## config.mk

```make
export PLATFORM = sky130hd
export DESIGN_NAME = lcx_sequencer
export DESIGN_NICKNAME = d
export VERILOG_FILES = /design/src/rtl/lcx_pkg.sv /design/src/rtl/lcx_next_state.sv /design/src/rtl/lcx_out_reg.sv /design/src/rtl/lcx_sequencer.sv
export SDC_FILE = /design/constraint.sdc
export NUM_CORES = 1
export LEC_CHECK = 0
export ABC_AREA = 0
export BUFFER_PORTS_ARGS = -buffer_cell sky130_fd_sc_hd__buf_2
export CORE_UTILIZATION = 41
export DETAILED_ROUTE_END_ITERATION = 12
export GPL_ROUTABILITY_DRIVEN = 0
export PLACE_DENSITY = 0.69
export SYNTH_ARGS = -nofsm -noshare
export SYNTH_HDL_FRONTEND = slang
export SYNTH_HIERARCHICAL = 1
export SYNTH_SLANG_ARGS = --single-unit
export TNS_END_PERCENT = 100
```

## constraint.sdc

```tcl
create_clock -name clk -period 5.1 [get_ports clk]
set_input_delay 0.255 -clock clk [delete_from_list [all_inputs] [get_ports clk]]
set_output_delay 0.255 -clock clk [all_outputs]
set_load 0.1 [all_outputs]
```

## src/rtl/lcx_pkg.sv

```systemverilog
package lcx_pkg;
  localparam int IDX_W      = 4;
  localparam int CODE_W     = IDX_W + 3;
  localparam int FIRST_STEP = 3;
  localparam int LAST_STEP  = 11;
  localparam int NUM_STEPS  = LAST_STEP - FIRST_STEP + 1;
  localparam int TOK_PARTS  = 2;

  typedef logic [CODE_W-1:0] code_t;

  // Hamming(7,4) codeword: any two distinct codes differ in 3 or more bits
  function automatic code_t enc(input logic [IDX_W-1:0] n);
    return {n, n[1]^n[2]^n[3], n[0]^n[2]^n[3], n[0]^n[1]^n[3]};
  endfunction

  // Returns the state number, or 0 when the code is not legal
  function automatic logic [IDX_W-1:0] dec(input code_t c);
    logic [IDX_W-1:0] n;
    n = c[CODE_W-1:3];
    if (n != '0 && enc(n) == c) return n;
    return '0;
  endfunction

  localparam code_t S_RESET  = enc(4'd1);
  localparam code_t S_IDLE   = enc(4'd2);
  localparam code_t S_CLKMUX = enc(4'd3);
  localparam code_t S_CNTINC = enc(4'd4);
  localparam code_t S_CNTPRG = enc(4'd5);
  localparam code_t S_TRCHK  = enc(4'd6);
  localparam code_t S_HASH   = enc(4'd7);
  localparam code_t S_FLASH  = enc(4'd8);
  localparam code_t S_TOK0   = enc(4'd9);
  localparam code_t S_TOK1   = enc(4'd10);
  localparam code_t S_PROG   = enc(4'd11);
  localparam code_t S_POST   = enc(4'd12);
  localparam code_t S_SCRAP  = enc(4'd13);
  localparam code_t S_ESC    = enc(4'd14);
  localparam code_t S_INVAL  = enc(4'd15);
endpackage

```

## src/rtl/lcx_next_state.sv

```systemverilog
module lcx_next_state
  import lcx_pkg::*;
(
  input  code_t                cur,
  input  logic                 trans_req,
  input  logic                 scrap_req,
  input  logic                 ack,
  input  logic                 err,
  input  logic [TOK_PARTS-1:0] tok_match,
  input  logic                 esc,
  output code_t                nxt,
  output logic                 abort_set,
  output logic                 legal
);
  logic esc_reacts;

  assign legal      = (dec(cur) != '0);
  assign esc_reacts = legal && (cur != S_RESET) && (cur != S_SCRAP);

  always_comb begin
    nxt       = cur;
    abort_set = 1'b0;
    case (cur)
      S_RESET:  nxt = S_IDLE;
      S_IDLE: begin
        if (scrap_req)      nxt = S_SCRAP;
        else if (trans_req) nxt = S_CLKMUX;
      end
      S_CLKMUX: if (ack) nxt = S_CNTINC;
      S_CNTINC: begin
        if (err)      begin nxt = S_POST; abort_set = 1'b1; end
        else if (ack) nxt = S_CNTPRG;
      end
      S_CNTPRG: begin
        if (err)      begin nxt = S_POST; abort_set = 1'b1; end
        else if (ack) nxt = S_TRCHK;
      end
      S_TRCHK: begin
        if (err)      begin nxt = S_POST; abort_set = 1'b1; end
        else if (ack) nxt = S_HASH;
      end
      S_HASH: begin
        if (err)      begin nxt = S_POST; abort_set = 1'b1; end
        else if (ack) nxt = S_FLASH;
      end
      S_FLASH:  if (ack) nxt = S_TOK0;
      S_TOK0: begin
        if (tok_match[0]) nxt = S_TOK1;
        else begin nxt = S_POST; abort_set = 1'b1; end
      end
      S_TOK1: begin
        if (&tok_match) nxt = S_PROG;
        else begin nxt = S_POST; abort_set = 1'b1; end
      end
      S_PROG: begin
        if (err)      begin nxt = S_POST; abort_set = 1'b1; end
        else if (ack) nxt = S_POST;
      end
      S_POST, S_SCRAP, S_ESC, S_INVAL: nxt = cur;
      default:  nxt = S_INVAL;
    endcase
    if (esc && esc_reacts) begin
      nxt       = S_ESC;
      abort_set = 1'b0;
    end
  end
endmodule

```

## src/rtl/lcx_out_reg.sv

```systemverilog
module lcx_out_reg
  import lcx_pkg::*;
(
  input  logic                 clk,
  input  logic                 rst,
  input  code_t                nxt,
  input  logic                 abort_set,
  input  logic                 legal,
  output logic [NUM_STEPS-1:0] step_en_o,
  output logic                 abort_o,
  output logic                 esc_active_o,
  output logic                 fatal_err_o
);
  for (genvar k = 0; k < NUM_STEPS; k++) begin : g_step
    always_ff @(posedge clk) begin
      if (rst) step_en_o[k] <= 1'b0;
      else     step_en_o[k] <= (nxt == enc(IDX_W'(FIRST_STEP + k)));
    end
  end

  always_ff @(posedge clk) begin
    if (rst) begin
      abort_o      <= 1'b0;
      esc_active_o <= 1'b0;
      fatal_err_o  <= 1'b0;
    end else begin
      abort_o      <= abort_o | abort_set;
      esc_active_o <= (nxt == S_ESC);
      fatal_err_o  <= fatal_err_o | ~legal;
    end
  end


  step_onehot_chk: assert property (@(posedge clk) disable iff (rst)
    $onehot0(step_en_o));


  fatal_sticky_chk: assert property (@(posedge clk) disable iff (rst)
    fatal_err_o |=> fatal_err_o);
endmodule

```

## src/rtl/lcx_sequencer.sv

```systemverilog
module lcx_sequencer
  import lcx_pkg::*;
(
  input  logic                 clk,
  input  logic                 rst,
  input  logic                 trans_req_i,
  input  logic                 scrap_req_i,
  input  logic                 step_ack_i,
  input  logic                 step_err_i,
  input  logic [TOK_PARTS-1:0] tok_match_i,
  input  logic                 esc0_i,
  input  logic                 esc1_i,
  output logic [CODE_W-1:0]    state_o,
  output logic [NUM_STEPS-1:0] step_en_o,
  output logic                 abort_o,
  output logic                 esc_active_o,
  output logic                 fatal_err_o
);
  code_t state_q;
  code_t nxt;
  logic  abort_set;
  logic  legal;

  lcx_next_state u_next (
    .cur       (state_q),
    .trans_req (trans_req_i),
    .scrap_req (scrap_req_i),
    .ack       (step_ack_i),
    .err       (step_err_i),
    .tok_match (tok_match_i),
    .esc       (esc0_i | esc1_i),
    .nxt       (nxt),
    .abort_set (abort_set),
    .legal     (legal)
  );

  always_ff @(posedge clk) begin
    if (rst) state_q <= S_RESET;
    else     state_q <= nxt;
  end

  assign state_o = state_q;

  lcx_out_reg u_out (
    .clk          (clk),
    .rst          (rst),
    .nxt          (nxt),
    .abort_set    (abort_set),
    .legal        (legal),
    .step_en_o    (step_en_o),
    .abort_o      (abort_o),
    .esc_active_o (esc_active_o),
    .fatal_err_o  (fatal_err_o)
  );


  reset_exit_chk: assert property (@(posedge clk) disable iff (rst)
    $fell(rst) |-> state_q == S_RESET);


  esc_wins_chk: assert property (@(posedge clk) disable iff (rst)
    ((esc0_i || esc1_i) && legal && state_q != S_RESET && state_q != S_SCRAP)
      |=> state_q == S_ESC);


  post_hold_chk: assert property (@(posedge clk) disable iff (rst)
    state_q == S_POST |=> (state_q == S_POST || state_q == S_ESC));


  scrap_hold_chk: assert property (@(posedge clk) disable iff (rst)
    state_q == S_SCRAP |=> state_q == S_SCRAP);


  tok1_once_chk: assert property (@(posedge clk) disable iff (rst)
    state_q == S_TOK1 |=> state_q != S_TOK1);


  illegal_fatal_chk: assert property (@(posedge clk) disable iff (rst)
    !legal |=> fatal_err_o);


  esc_flag_chk: assert property (@(posedge clk) disable iff (rst)
    esc_active_o == (state_o == S_ESC));
endmodule

```

==> impl_metrics.toml <==
[outcome]
run_status = "finished, final reports clean"

[power]
pwr_density_cell_nw_per_um2 = 572
p_clk_frac = 0.077
power.internal_w = 0.000397
seq_power_share = 0.267
irDropWorstVdd_mv = 0.218
combinationalPowerShare = 0.656
switching_power_of_the_nets_w = 0.000560
power.static_leakage_nw = 0.703
netSwitchingFraction = 0.585

[drt]
drt_first_pass_iters = 4
drcViolationCount = 0
wl_um = 3810
wl_per_cell_um = 14.5
via_per_inst = 5.85
vias = 1538
route.antenna.remaining_nets = 0
drt_iter0_drc = 200

[floorplanning]
overall_die_height_um = 62.0
ios = 29
die_width_um = 62.0
placement_rows = 21
effective_utilization_at_floorplan = 0.435
design.die.area_um2 = 3840
area_of_the_core_um2 = 3390

[cts]
tritoncts_num_sinks = 19
cts_root_buf = "sky130_fd_sc_hd__clkbuf_4"
post-cts-setup-buffers = 0
h_tree_lvls = 1
cts_made_buffers = 3
clock_insertion_delay_worst_skew_ps = 300
clk_transition_reported_paths_ps = 110
postCtsResizedCells = 0
cts_tree = "yes"
postCtsHoldBufs = 0
cts-root-to-sink-buffers = 2

[yosys]
yosys-top-cells-count = "19 x sky130_fd_sc_hd__dfxtp_1, 18 x sky130_fd_sc_hd__nor2_1, 12 x sky130_fd_sc_hd__nand4_1, 12 x sky130_fd_sc_hd__o21ai_0"
yosys_warnings = 6
main_combinational_cell_family_by_area_after_synthesis = "simple AND/OR/NAND/NOR gates"
synth_area_leader_cell = "sky130_fd_sc_hd__dfxtp_1"
ys_ff_latch = 19
ys_top_cells_by_area = "sky130_fd_sc_hd__dfxtp_1 26%, sky130_fd_sc_hd__nand4_1 5.1%, sky130_fd_sc_hd__nor2b_1 4.7%"
synthesis.instances = 191
synth.lib_cells_used.distinct = 50
synth_compound_area_frac = 0.207
postSynthAreaPerCell_um2 = 7.72
async_reset_ff_frac = 0
synth_simple_gate_area_share = 0.411
post-synth-top-area-fraction = 0.258
yosys.area_share.adder = 0.0424
synth_fp_nets = 206
post_synth_instance_area_um2 = 1470
synth-edff-count = 0
yosys-mux-area-fraction = 0.0102
synth-seq-area-share = 0.258
post_synth_xor_area_fraction = 0.0238
yosysMostFrequentCell = "sky130_fd_sc_hd__dfxtp_1"
ys.flop_type = "sky130_fd_sc_hd__dfxtp_1"

[timing]
worst_slew_pin_slew_ps = 585
final.hold.worst_slack_ps = 227
timing.final.crit_period_ps = 3020
timing_hold_violations_final = 0
max-slew-margin-rel = 0.610
tns_ps = 0
drv_slew = 0
rsz0062_at_grt = "no"
highest_attainable_clock_frequency_mhz = 331
fin_skew_ps = 8.12
finalCritPeriodShare = 0.592
timing.final.setup_violations = 0

[final_layout]
final_area_um2 = 1670
area_growth_pct = 13.6
layout-drive-gt1-share = 0.198
finalNetCount = 233
inserted_diodes = 0

[grt]
largest_net_degree_at_the_start_of_global_routing = 19
grt-ovfl-total = 0
grt_antenna_before_repair = 0
grt_pass1_wl_um = 6250
vias_in_the_first_global_route = 1278
grtUsageTotal = 0.218

[worst_setup_path]
critPathCaptureType = "register"
timing.setup.critical_path_class = "reg -> reg"
worst-endpoint-required_ps = 5300
cp.arrival_ps = 3230
critPathMaxFanout = 18
critPathLaunchType = "register"

[placement]
dpl-instance-area_um2 = 1650
port_buffers = 28
dpl.hpwl_um = 2860

[hold_path]
hp-class = "in -> reg"

[run]
drv_cap = 0
## critical path: stages (launching register included)
cell	delay [ps]
sky130_fd_sc_hd__dfxtp_1	700
sky130_fd_sc_hd__and3b_1	240
sky130_fd_sc_hd__o211ai_1	340
sky130_fd_sc_hd__nand4_1	280
sky130_fd_sc_hd__nor4_4	310
sky130_fd_sc_hd__nor4_1	120
sky130_fd_sc_hd__a21oi_1	490
sky130_fd_sc_hd__nand3b_1	200
sky130_fd_sc_hd__nor4_1	240
## registers in the layout (all words and copies together) (netlist names)
name / flops
state_o: 7
u_out/fatal_err_o: 1
u_out/esc_active_o: 1
u_out/step_en_o: 9
u_out/abort_o: 1
## metrics by stage
stage,setup slack (ps),utilization,std cells,power (W)
2_1_floorplan,1930,-,191,0.000771
3_3_place_gp,2140,0.486,259,0.000876
3_5_place_dp,2150,0.486,259,0.000879
4_1_cts,2090,0.494,263,0.000954
5_1_grt,1730,0.494,263,0.00104
6_report,2080,0.494,263,0.000957
## cell type report
type                            count  area (µm²)
Clock buffer                        3        22.5
Clock inverter                      1        5.00
Fill cell                         336        1720
Inverter                           12        45.0
Multi-Input combinational cell    154        1020
Sequential cell                    19         380
Tap cell                           46        57.6
Timing Repair Buffer               28         140
## cell usage in the layout, fill, tap and decap left out, types with 7 or more instances in the layout
cell                       n
sky130_fd_sc_hd__nor2b_1  11
sky130_fd_sc_hd__o21ai_0  12
sky130_fd_sc_hd__buf_2    28
sky130_fd_sc_hd__nand3_1   9
sky130_fd_sc_hd__nor2_1   18
sky130_fd_sc_hd__dfxtp_1  19
sky130_fd_sc_hd__inv_1    11
sky130_fd_sc_hd__nand4_1  12
sky130_fd_sc_hd__nor4_1    7
sky130_fd_sc_hd__a21oi_1  11
## layer usage
metal  share of wire  routed length [µm]  global-route usage  vias to the layer above
li1                -                   -                   -                      764
met1            0.48                1830               0.332                      709
met2            0.43                1660               0.319                       61
met3           0.074                 283              0.0373                        4
met4           0.010                  38              0.0444                        0
met5               0                   0                   0                        -
## path summary, 6_finish.rpt
check	slack (ps)	start	end	cells after the start
worst max register to register	2080	state_o[1]	u_out/step_en_o[8]	8
worst max-delay path	2080	state_o[1]	u_out/step_en_o[8]	8
worst min register to register	450	u_out/fatal_err_o	u_out/fatal_err_o	2
worst min-delay path	230	rst	u_out/fatal_err_o	2
## logic make-up (layout without fill, tap and decap cells)
group                    after synthesis  count (layout)
multiplexers                           1               1
adder cells (fa/ha/maj)                5               5
buffers and inverters                 18              44
XOR/XNOR                               4               4
flip-flops                            19              19
AO/OA/AOI/OAI                         45              45
AND/OR/NAND/NOR                       99              99
## power groups by stage
stage	clock network, W	logic, W	registers [W]
global placement	0	0.000618	0.000257
detailed placement	0	0.000620	0.000260
CTS	0.0000754	0.000623	0.000255
global route	0.0000842	0.000686	0.000266
finish	0.0000734	0.000628	0.000256
floorplan	0	0.000386	0.000385
No activity file was read; power rests on OpenSTA's default activity.
